[config.mk]
export PLATFORM = sky130hd
export DESIGN_NAME = uart_rx_dbuf
export DESIGN_NICKNAME = d
export VERILOG_FILES = /design/src/rtl/uart_rx_pkg.sv /design/src/rtl/uart_rx_sync.sv /design/src/rtl/uart_rx_shifter.sv /design/src/rtl/uart_rx_holdreg.sv /design/src/rtl/uart_rx_dbuf.sv
export SDC_FILE = /design/constraint.sdc
export NUM_CORES = 1
export LEC_CHECK = 0
export ABC_AREA = 1
export CORE_UTILIZATION = 42
export CTS_CLUSTER_SIZE = 20
export DETAILED_ROUTE_END_ITERATION = 16
export PLACE_DENSITY = 0.66
export SYNTH_ARGS = -nofsm -noshare
export SYNTH_HDL_FRONTEND = slang
export SYNTH_SLANG_ARGS = --single-unit
[constraint.sdc]
create_clock -name clk -period 3 [get_ports clk]
set_clock_uncertainty 0.1 [all_clocks]
set_input_delay 0.75 -clock clk [delete_from_list [all_inputs] [get_ports clk]]
set_output_delay 0.75 -clock clk [all_outputs]
set_load 0.1 [all_outputs]
[src/rtl/uart_rx_pkg.sv]
package uart_rx_pkg;
  typedef enum logic [2:0] {
    RX_IDLE,
    RX_START,
    RX_DATA,
    RX_PAR,
    RX_STOP
  } rx_state_e;

  localparam int unsigned REG_W   = 16;
  localparam int unsigned ST_RDY  = 0;
  localparam int unsigned ST_OVR  = 1;
  localparam int unsigned ST_PERR = 2;
  localparam int unsigned ST_FERR = 3;
endpackage

[src/rtl/uart_rx_sync.sv]
module uart_rx_sync #(
  parameter int unsigned STAGES  = 2,
  parameter logic        RST_VAL = 1'b1
) (
  input  logic clk,
  input  logic rst_n,
  input  logic d_i,
  output logic q_o
);
  logic [STAGES-1:0] ff_q;
  logic [STAGES-1:0] ff_d;

  always_comb begin
    ff_d = {ff_q[STAGES-2:0], d_i};
  end

  always_ff @(posedge clk or negedge rst_n) begin
    if (!rst_n) ff_q <= {STAGES{RST_VAL}};
    else        ff_q <= ff_d;
  end

  assign q_o = ff_q[STAGES-1];
endmodule

[src/rtl/uart_rx_shifter.sv]
module uart_rx_shifter
  import uart_rx_pkg::*;
#(
  parameter int unsigned DATA_W     = 8,
  parameter int unsigned DIV_W      = 16,
  parameter bit          PARITY_EN  = 1'b1,
  parameter bit          PARITY_ODD = 1'b0
) (
  input  logic              clk,
  input  logic              rst_n,
  input  logic              rxd_i,
  input  logic [DIV_W-1:0]  divisor_i,
  output logic              done_o,
  output logic [DATA_W-1:0] data_o,
  output logic              perr_o,
  output logic              ferr_o
);
  localparam int unsigned      BIT_W      = (DATA_W > 1) ? $clog2(DATA_W) : 1;
  localparam logic [BIT_W-1:0] LAST_BIT   = BIT_W'(DATA_W - 1);
  localparam rx_state_e        AFTER_DATA = PARITY_EN ? RX_PAR : RX_STOP;

  rx_state_e         st_q, st_d;
  logic [DIV_W-1:0]  cnt_q, cnt_d, limit;
  logic [BIT_W-1:0]  bit_q, bit_d;
  logic [DATA_W-1:0] sh_q, sh_d;
  logic              par_q, par_d;
  logic              prev_q;
  logic              tick, fall, exp_par;

  assign fall  = prev_q & ~rxd_i;
  assign limit = (st_q == RX_START) ? (divisor_i >> 1) : divisor_i;
  assign tick  = (cnt_q == limit - DIV_W'(1));

  generate
    if (PARITY_EN) begin : g_par
      assign exp_par = (^sh_q) ^ PARITY_ODD;
      assign perr_o  = par_q ^ exp_par;
    end else begin : g_nopar
      assign exp_par = 1'b0;
      assign perr_o  = 1'b0;
    end
  endgenerate

  always_comb begin
    st_d   = st_q;
    cnt_d  = cnt_q + DIV_W'(1);
    bit_d  = bit_q;
    sh_d   = sh_q;
    par_d  = par_q;
    done_o = 1'b0;
    case (st_q)
      RX_IDLE: begin
        cnt_d = '0;
        if (fall) st_d = RX_START;
      end
      RX_START: if (tick) begin
        cnt_d = '0;
        bit_d = '0;
        st_d  = rxd_i ? RX_IDLE : RX_DATA;
      end
      RX_DATA: if (tick) begin
        cnt_d = '0;
        sh_d  = {rxd_i, sh_q[DATA_W-1:1]};
        if (bit_q == LAST_BIT) st_d = AFTER_DATA;
        else                   bit_d = bit_q + BIT_W'(1);
      end
      RX_PAR: if (tick) begin
        cnt_d = '0;
        par_d = rxd_i;
        st_d  = RX_STOP;
      end
      RX_STOP: if (tick) begin
        cnt_d  = '0;
        done_o = 1'b1;
        st_d   = RX_IDLE;
      end
      default: st_d = RX_IDLE;
    endcase
  end

  always_ff @(posedge clk or negedge rst_n) begin
    if (!rst_n) begin
      st_q   <= RX_IDLE;
      cnt_q  <= '0;
      bit_q  <= '0;
      sh_q   <= '0;
      par_q  <= 1'b0;
      prev_q <= 1'b1;
    end else begin
      st_q   <= st_d;
      cnt_q  <= cnt_d;
      bit_q  <= bit_d;
      sh_q   <= sh_d;
      par_q  <= par_d;
      prev_q <= rxd_i;
    end
  end

  assign data_o = sh_q;
  assign ferr_o = ~rxd_i;
endmodule

[src/rtl/uart_rx_holdreg.sv]
module uart_rx_holdreg
  import uart_rx_pkg::*;
#(
  parameter int unsigned DATA_W = 8
) (
  input  logic              clk,
  input  logic              rst_n,
  input  logic              load_i,
  input  logic [DATA_W-1:0] data_i,
  input  logic              perr_i,
  input  logic              ferr_i,
  input  logic              rd_en_i,
  input  logic              rd_sel_i,
  output logic [REG_W-1:0]  rd_data_o,
  output logic [DATA_W-1:0] hold_o,
  output logic              rdy_o,
  output logic              ovr_o
);
  logic [DATA_W-1:0] hold_q, hold_d;
  logic              rdy_q, rdy_d, ovr_q, ovr_d;
  logic              perr_q, perr_d, ferr_q, ferr_d;
  logic              rd_char, rd_stat;

  assign rd_char = rd_en_i & ~rd_sel_i;
  assign rd_stat = rd_en_i &  rd_sel_i;

  always_comb begin
    hold_d = load_i ? data_i : hold_q;
    perr_d = load_i ? perr_i : perr_q;
    ferr_d = load_i ? ferr_i : ferr_q;
    rdy_d  = load_i | (rdy_q & ~rd_char);
    ovr_d  = (load_i & rdy_q & ~rd_char) | (ovr_q & ~rd_stat);
  end

  always_ff @(posedge clk or negedge rst_n) begin
    if (!rst_n) begin
      hold_q <= '0;
      rdy_q  <= 1'b0;
      ovr_q  <= 1'b0;
      perr_q <= 1'b0;
      ferr_q <= 1'b0;
    end else begin
      hold_q <= hold_d;
      rdy_q  <= rdy_d;
      ovr_q  <= ovr_d;
      perr_q <= perr_d;
      ferr_q <= ferr_d;
    end
  end

  always_comb begin
    rd_data_o = '0;
    if (rd_sel_i) begin
      rd_data_o[ST_RDY]  = rdy_q;
      rd_data_o[ST_OVR]  = ovr_q;
      rd_data_o[ST_PERR] = perr_q;
      rd_data_o[ST_FERR] = ferr_q;
    end else begin
      rd_data_o[DATA_W-1:0] = hold_q;
    end
  end

  assign hold_o = hold_q;
  assign rdy_o  = rdy_q;
  assign ovr_o  = ovr_q;
endmodule

[src/rtl/uart_rx_dbuf.sv]
module uart_rx_dbuf
  import uart_rx_pkg::*;
#(
  parameter int unsigned DATA_W     = 8,
  parameter int unsigned DIV_W      = 16,
  parameter bit          PARITY_EN  = 1'b1,
  parameter bit          PARITY_ODD = 1'b0
) (
  input  logic             clk,
  input  logic             rst_n,
  input  logic             rxd_i,
  input  logic [DIV_W-1:0] divisor_i,
  input  logic             rd_en_i,
  input  logic             rd_sel_i,
  output logic [15:0]      rd_data_o,
  output logic             irq_o
);
  logic              rst_sync_n;
  logic              rxd_s;
  logic              char_done;
  logic [DATA_W-1:0] shift_data;
  logic              shift_perr, shift_ferr;
  logic [DATA_W-1:0] hold_data;
  logic              rdy_flag, ovr_flag;

  uart_rx_sync #(.STAGES(2), .RST_VAL(1'b0)) u_rst_sync (
    .clk(clk), .rst_n(rst_n), .d_i(1'b1), .q_o(rst_sync_n)
  );

  uart_rx_sync #(.STAGES(2), .RST_VAL(1'b1)) u_rxd_sync (
    .clk(clk), .rst_n(rst_sync_n), .d_i(rxd_i), .q_o(rxd_s)
  );

  uart_rx_shifter #(
    .DATA_W(DATA_W), .DIV_W(DIV_W), .PARITY_EN(PARITY_EN), .PARITY_ODD(PARITY_ODD)
  ) u_shift (
    .clk(clk), .rst_n(rst_sync_n), .rxd_i(rxd_s), .divisor_i(divisor_i),
    .done_o(char_done), .data_o(shift_data), .perr_o(shift_perr), .ferr_o(shift_ferr)
  );

  uart_rx_holdreg #(.DATA_W(DATA_W)) u_hold (
    .clk(clk), .rst_n(rst_sync_n), .load_i(char_done), .data_i(shift_data),
    .perr_i(shift_perr), .ferr_i(shift_ferr), .rd_en_i(rd_en_i), .rd_sel_i(rd_sel_i),
    .rd_data_o(rd_data_o), .hold_o(hold_data), .rdy_o(rdy_flag), .ovr_o(ovr_flag)
  );

  assign irq_o = rdy_flag;
endmodule

# Yosys cells after proc, flatten, opt, wreduce, memory -nomap -nowiden
# Cells that the tools add are included.
dict set report classes {
  n_bitwise 14
  muxes 18
  n_addsub 3
  n_eq_ne 13
  n_reduce_logical 8
}
# operator count
set ops {}
lappend ops {{$mux 16} 2}
lappend ops {{$pmux 16 s2} 1}
lappend ops {{$mux 3} 8}
lappend ops {{$add 16x1->16 const B} 1}
lappend ops {{$eq 16x16->1} 1}
lappend ops {{$sub 16x1->16 const B} 1}
lappend ops {{$pmux 3 s5} 1}
lappend ops {{$ne 2x1->1 const B} 6}
lappend ops {{$mux 4} 2}
lappend ops {{$reduce_xor 8->1} 1}
lappend ops {{$and 1x1->1} 7}
lappend ops {{$eq 3x2->1 const B} 2}
lappend ops {{$eq 3x3->1 const B} 2}
lappend ops {{$pmux 3 s2} 1}
lappend ops {{$reduce_and 6->1} 1}
lappend ops {{$not 1->1} 4}
lappend ops {{$reduce_and 2->1} 2}
lappend ops {{$reduce_and 4->1} 1}
lappend ops {{$reduce_or 4->1} 1}
lappend ops {{$add 3x1->3 const B} 1}
lappend ops {{$eq 3x1->1 const B} 1}
lappend ops {{$logic_not 3->1} 1}
lappend ops {{$mux 1} 2}
lappend ops {{$mux 2} 1}
lappend ops {{other kinds (4)} 5}
dict set report totals {
  in_bits 21
  regBits 48
  out_inout_bits 17
}

# Logic depth before layout (Yosys ltp)
# Gate-level depths: netlist (run 1).
dict set report depth {
  depth_word 9
  mapped_depth 19
  mapped_depth_nobuf 18
}

# Hierarchy
# From an unflattened synthesis (run 1), not the netlist that was laid out.
dict set report hier_totals {
  hier_cells 552
  area_unflattened_um2 3711.1
}
# mod cells_each area_each_um2 instances
set modules_own_cells {}
lappend modules_own_cells {uart_rx_shifter 470 2995.4 1}
lappend modules_own_cells {uart_rx_holdreg 77 609.3 1}
lappend modules_own_cells {{uart_rx_sync at u_rxd_sync} 2 52.6 1}
lappend modules_own_cells {{uart_rx_sync at u_rst_sync} 2 50.0 1}
lappend modules_own_cells {uart_rx_dbuf 1 3.8 1}

# Least setup slack after synthesis (run 1)
# OpenSTA, ideal clock, no wires.
dict set report synth_timing {
  path_kind {input port to output port}
  start {in rd_sel_i}
  end {out rd_data_o[4]}
  path_buffers 1
  arrival_time_ns 2.211
  path_stages 2
  setup_slack_ns -0.061
  cell_sequence {clkbuf_1 nor2_1}
}
dict set report synth_between {
  elab_chain_len 1
}
# element line_no
set synth_lines {}
lappend synth_lines {{start: declaration} uart_rx_dbuf.sv:14} ;# input logic rd_sel_i,
lappend synth_lines {{$mux 4} uart_rx_holdreg.sv:53} ;# if (rd_sel_i) begin
lappend synth_lines {{end: declaration} uart_rx_dbuf.sv:15} ;# output logic [15:0] rd_data_o,
# Every way passes these cells.

# Worst setup path in the final report (run 1)
dict set report layout_timing {
  start {in divisor_i[3]}
  end {reg u_shift.cnt_q[0]}
}
dict set report layout_between {
  elab_chain_len 5
}
# element line_no
set layout_lines {}
lappend layout_lines {{start: declaration} uart_rx_dbuf.sv:12} ;# input logic [DIV_W-1:0] divisor_i,
lappend layout_lines {{$mux 16} uart_rx_shifter.sv:31} ;# assign limit = (st_q == RX_START) ? (divisor_i >> 1) : divisor_i;
lappend layout_lines {{$sub 16x1->16} uart_rx_shifter.sv:32} ;# assign tick = (cnt_q == limit - DIV_W'(1));
lappend layout_lines {{$eq 16x16->1} uart_rx_shifter.sv:32}
lappend layout_lines {{$mux 16} -}
lappend layout_lines {{$pmux 16 s2} uart_rx_shifter.sv:51} ;# case (st_q)
lappend layout_lines {{named net u_shift.cnt_d[0]} uart_rx_shifter.sv:23} ;# logic [DIV_W-1:0] cnt_q, cnt_d, limit;
lappend layout_lines {{end signal: assignment} uart_rx_shifter.sv:91} ;# cnt_q <= cnt_d;
lappend layout_lines {{end: declaration} uart_rx_shifter.sv:23}
# The timed path passes the listed nets, and every way through them passes these cells.
# A chain may end at the register's enable or synchronous reset.

==> results.cfg, run 1 <==
[status]
outcome = completed

[clock_tree]
clock_sinks = 48
cts_buffer_depth = 2
cts_made_buffers = 5
worstSkewPairLatency_ps = 300
cts.htree.levels = 2
cts_tree = built
cts-root-buf = clkbuf_8
cts.clk_slew.worst_paths_ps = 90

[synth]
ys_ff_latch = 48
synthCells = 548
synth.avg_cell_area_um2 = 6.48
seq_area_frac_synth_pct = 34.0
yosysWarnings = 0
synthesis.area_mm2 = 0.00355
synth_cell_type_count = 29

[power_and_ir_drop]
pwr-share-comb_pct = 28.8
switchingPower_uw = 617
powerDensity_mw_per_mm2 = 396
clkPwrFrac_pct = 30.0
internal-power_uw = 1250
switching_share_pct = 33.0
power.total_uw = 1870
total_leakage_power_uw = 0.00244
max-vdd-ir-drop_uv = 196
p_seq_share_pct = 41.2

[placed_design]
gp_congestion = 0.904
hpwl_um = 6450
dp_cells = 711
portBuffers = 29

[timing]
rsz0062_at_grt = true
period_share_pct = 99.8
max_freq_mhz = 334
period_minus_slack_ps = 2990
drv_slew = 0
setup_viol = 0
hold_viol = 0
slew_headroom_pct = 32.7
tightest_slew_ps = 1010

[drt]
via_per_inst = 4.88
drc = 0
initialDrtViolationCount = 220
wl_per_cell_um = 12.1
first_pass_iters = 5
vias = 3561
routed_wl_um = 8820
drtAntennaViolNets = 0

[floorplanning]
die_x_um = 93.9
coreArea_mm2 = 0.00818
initial_core_util_pct = 43.4
io_pins = 38
rows = 33
fp.dieArea_mm2 = 0.00882
die_h_um = 93.9

[global_routing]
grt_pass1_wl_um = 14300
first_global_vias = 3173
grt_use_total_pct = 20.4
grt_max_degree = 47
overflow = 0
antenna_found_initial = 0

[worst_hold_path]
worstHoldStart = u_rst_sync.ff_q[0]
holdPathEnd = u_rst_sync.ff_q[1]
hold_path.class = flop to flop
min_path_cells = 0

[flow_run]
drv_cap = 0

[worst_setup_path]
worstPathRequired_ps = 3040
crit_type = primary input to flop
worst_ep_arrival_time_ps = 3040
regToRegEndpoint = u_shift.cnt_q[0]
worstReg2RegStart = u_shift.st_q[0]
cp_cell_sequence = clkdlybuf4s50_1 -> inv_2 -> nand3_2 -> nand2_2 -> buf_4 -> nand2_1 -> nor2_4 -> nand3_1 -> nand2_1 -> nand4_1 -> nor2_4 -> nand4_4 -> nor2_4 -> buf_12 -> nor3_1
rrSetupSlack_ps = 20
r2r_cells = 17
endpoint_kind = flop
crit_slowest_cell = clkdlybuf4s50_1
crit_path_max_incr_delay_ps = 430
worst_setup_path_start_kind = primary input
crit_top_cell = nor2_4
critPathMaxFanout = 8
crit_start = divisor_i[3]

[layout]
final_cell_mix = nand2_1, inv_1, buf_4
drive_gt1_share_pct = 22.4
fill_cells = 751
layout_commonest_cell = nand2_1
final_nets = 648
final_cell_count_no_fill = 729
area_growth_pct = 33.3
num_antenna_cells = 0
-- Yosys cell counts, drive strengths merged --
master | n | area share [%]
nand3b | 2 | 0.42
nor4 | 1 | 0.18
dfrtp | 45 | 32
nor3 | 22 | 3.4
nand4 | 11 | 2.4
xor2 | 17 | 4.2
inv | 69 | 7.3
nand3 | 57 | 8.2
conb | 2 | 0.21
dfstp | 3 | 2.2
a21oi | 1 | 0.14
xnor2 | 8 | 2.0
clkbuf | 4 | 0.42
buf | 14 | 2.9
clkinv | 1 | 0.11
nand2 | 217 | 23
o21ai | 19 | 2.7
ha | 4 | 1.4
nor2 | 51 | 6.9
-- final cells by class --
| cell class | count | area [um^2] | area share (%) |
|---|---|---|---|
| clock inverter | 3 | 68.8 | 1.45 |
| timing repair buffer | 79 | 805 | 17.0 |
| multi-input combinational | 419 | 2180 | 46.2 |
| clock buffer | 5 | 68.8 | 1.45 |
| inverter | 70 | 265 | 5.61 |
| tap | 105 | 131 | 2.78 |
| sequential | 48 | 1210 | 25.5 |
-- kinds of logic (layout without fill, tap and decap cells) --
logic type,Yosys count,count (layout),share of synthesized area [%]
xor+xnor,25,25,6.17
fa+ha+maj,4,4,1.41
simple gates,361,361,44.7
compound gates,20,20,2.82
buf+inv,88,157,10.8
flops,48,48,34.0
other cells,2,9,0.212
-- how the worst max path moves through the flow --
stage / endpoint / slack (ps) / cells past startpoint
floorplan: rd_data_o[4] / -60 / 2
global placement: u_hold.hold_o[2] / -280 / 17
detailed placement: u_hold.ferr_q / -380 / 16
CTS: u_hold.ferr_q / 10 / 17
global route: u_shift.cnt_q[5] / -100 / 17
finish: u_shift.cnt_q[0] / 7 / 15
-- metrics by stage --
step	util, %	worst slack (ps)	cell area (um^2)	TNS (ps)	hold slack (ps)
2_1_floorplan	-	-61.3	3570	-245	231
6_report	57.9	7.46	4730	0	258
4_1_cts	54.1	11.9	4420	0	263
5_1_grt	57.9	-98.0	4730	-1470	265
3_5_place_dp	52.4	-382	4280	-12870	240
3_3_place_gp	52.4	-278	4280	-9320	237
-- flip-flops by register name, summed over array words and instances, names as in the netlist --
register / flops
u_shift.bit_q: 3
u_hold.rdy_o: 1
u_hold.perr_q: 1
u_hold.hold_o: 8
u_shift.par_q: 1
u_shift.prev_q: 1
u_shift.data_o: 8
u_rst_sync.ff_q: 2
u_shift.cnt_q: 16
u_hold.ovr_o: 1
u_hold.ferr_q: 1
u_rxd_sync.ff_q: 2
u_shift.st_q: 3
-- metal layers --
metal	share of wire, %	track usage [%]
met5	0	0
met1	48	28.5
met3	3.9	3.24
met4	0.84	4.36
met2	47	33.0
-- repair_timing --
| item | 4_1_cts | 5_1_grt |
|---|---|---|
| setup endpoints to repair | 6 | 43 |
| buffers inserted | 0 | 9 |
| gates resized for setup | 2 | 60 |
| hold buffers | 0 | 0 |
| gates cloned | 0 | 1 |
| pin swaps | 0 | 23 |
-- critical path, delay by kind of cell --
| family | cells | cell delay, ps |
|---|---|---|
| simple gates | 11 | 1470 |
| buf+inv | 4 | 810 |
-- power groups by stage --
stage / registers, uW / clock network (uW) / logic (uW)
6_report: 771 / 561 / 539
5_1_grt: 780 / 616 / 587
4_1_cts: 769 / 583 / 472
3_5_place_dp: 779 / 0 / 471
3_3_place_gp: 781 / 0 / 462
2_1_floorplan: 749 / 0 / 337
Note: power is estimated with default switching activity, not from simulation.
==> run 2, diff against run 1 <==
--- a/config.mk
+++ b/config.mk
@@ -6,6 +6,7 @@
 export NUM_CORES = 1
 export LEC_CHECK = 0
 export ABC_AREA = 1
+export CAP_MARGIN = 20
 export CORE_UTILIZATION = 42
 export CTS_CLUSTER_SIZE = 20
 export DETAILED_ROUTE_END_ITERATION = 16
==> results.cfg, run 2 (synthesis results as in run 1) <==
[power_and_ir_drop]
powerDensity_mw_per_mm2 = 395
pwr-share-comb_pct = 29.3
total_leakage_power_uw = 0.00245
switchingPower_uw = 618
clkPwrFrac_pct = 30.0
internal-power_uw = 1260
switching_share_pct = 33.0
max-vdd-ir-drop_uv = 186
power.total_uw = 1880
p_seq_share_pct = 40.7

[worst_setup_path]
worst_setup_path_start_kind = primary input
crit_type = primary input to flop
crit_path_max_incr_delay_ps = 430
worstPathRequired_ps = 3050
worstReg2RegStart = u_shift.st_q[0]
rrSetupSlack_ps = 20
crit_top_cell = nor2_4
crit_buf_inv = 4
cp_cell_sequence = clkdlybuf4s50_1 -> inv_2 -> nand3_2 -> nand2_2 -> buf_4 -> nand2_1 -> nor2_4 -> nand3_1 -> nand2_1 -> nand4_1 -> nor2_4 -> nand4_4 -> nor2_4 -> buf_12 -> nor3_1
cp_top_family = simple AND/OR/NAND/NOR gates
endpoint_kind = flop
r2r_cells = 17
regToRegEndpoint = u_shift.cnt_q[0]
worst_ep_arrival_time_ps = 3030
crit_slowest_cell = clkdlybuf4s50_1
critPathMaxFanout = 8

[timing]
max_freq_mhz = 335
rsz0062_at_grt = true
setup_viol = 0
setup_tns_ps = 0
tightest_slew_ps = 948
period_share_pct = 99.6
drv_slew = 0
slew_headroom_pct = 36.6
period_minus_slack_ps = 2990
worst_slack_ps = 11.9
hold_viol = 0

[clock_tree]
cts_buffer_depth = 2
clock_sinks = 48
cts.clk_slew.worst_paths_ps = 100
cts.htree.levels = 2
holdBufCountCts = 0
cts-root-buf = clkbuf_8
worstSkewPairLatency_ps = 300
cts_tree = built
cts_made_buffers = 5

[floorplanning]
initial_core_util_pct = 43.4
rows = 33
die_h_um = 93.9
fp.dieArea_mm2 = 0.00882
coreArea_mm2 = 0.00818
io_pins = 38
die_x_um = 93.9

[drt]
wl_per_cell_um = 12.1
first_pass_iters = 5
drc = 0
routed_wl_um = 8840
via_per_inst = 4.87
initialDrtViolationCount = 179
vias = 3558
drtAntennaViolNets = 0

[layout]
layout_commonest_cell = nand2_1
final_nets = 649
largest_register_ffs = 16
fin_area_mm2 = 0.00475
top_register = u_shift.cnt_q
num_antenna_cells = 0
drive_gt1_share_pct = 22.6
area_growth_pct = 33.9
final_cell_mix = nand2_1, inv_1, buf_4

[placed_design]
dp_slack_ps = -382
placed_cell_area_mm2 = 0.00428
hpwl_um = 6450
gp_congestion = 0.904
portBuffers = 29

[global_routing]
antenna_found_initial = 0
grt_pass1_wl_um = 14300
grt_use_total_pct = 20.4
grt_max_degree = 47
first_global_vias = 3173
overflow = 0

[worst_hold_path]
hold_path.class = flop to asynchronous set/reset pin

[flow_run]
drv_cap = 0

[status]
outcome = completed
run 2: per-layer routing:
layer  vias up  wire length [um]  GRT usage (%)
li1       1839                 -              -
met3         8               387           3.24
met4         0                86           4.36
met5         -                 0              0
met2        83              4180           33.0
met1      1628              4190           28.5
run 2: worst max-delay path by stage:
stage,start,endpoint,slack (ps),cells after the start
floorplan,rd_sel_i,rd_data_o[4],-60,2
global placement,divisor_i[2],u_hold.hold_o[2],-280,17
detailed placement,divisor_i[1],u_hold.ferr_q,-380,16
CTS,divisor_i[1],u_hold.ferr_q,10,17
global route,u_shift.st_q[0],u_shift.cnt_q[5],-100,17
finish,divisor_i[3],u_shift.cnt_q[0],10,15
run 2: repair_timing:
item,4_1_cts,5_1_grt
pin swaps,0,23
cloned,0,1
buffers inserted,0,9
gates resized for setup,2,60
endpoints found under the setup margin,6,43
run 2: power groups by stage:
| stage | sequential, uW | combinational, uW | clock (uW) |
|---|---|---|---|
| finish | 763 | 550 | 562 |
| global placement | 781 | 462 | 0 |
| floorplan | 749 | 337 | 0 |
| detailed placement | 779 | 471 | 0 |
| global route | 771 | 600 | 616 |
| CTS | 769 | 472 | 583 |
run 2: worst register-to-register path, delay by kind of cell, from the launching register on:
kind	cells	cell delay (ps)
flops	1	420
buf+inv	3	400
compound gates	1	80
simple gates	11	1490
fa+ha+maj	1	200
xor+xnor	1	150
run 2: layout make-up:
class / instances / area, um^2
Timing Repair Buffer: 80 / 825
Multi-Input combinational cell: 419 / 2180
Clock buffer: 5 / 68.8
Sequential cell: 48 / 1210
Inverter: 70 / 265
Tap cell: 105 / 131
Fill cell: 749 / 3420
Clock inverter: 3 / 68.8
run 2: metrics by stage:
step / utilization (%) / instances / hold WS [ps]
2_1_floorplan: - / 555 / 231
5_1_grt: 58.1 / 730 / 103
6_report: 58.1 / 730 / 72.6
3_3_place_gp: 52.4 / 711 / 237
4_1_cts: 54.1 / 719 / 263
3_5_place_dp: 52.4 / 711 / 240
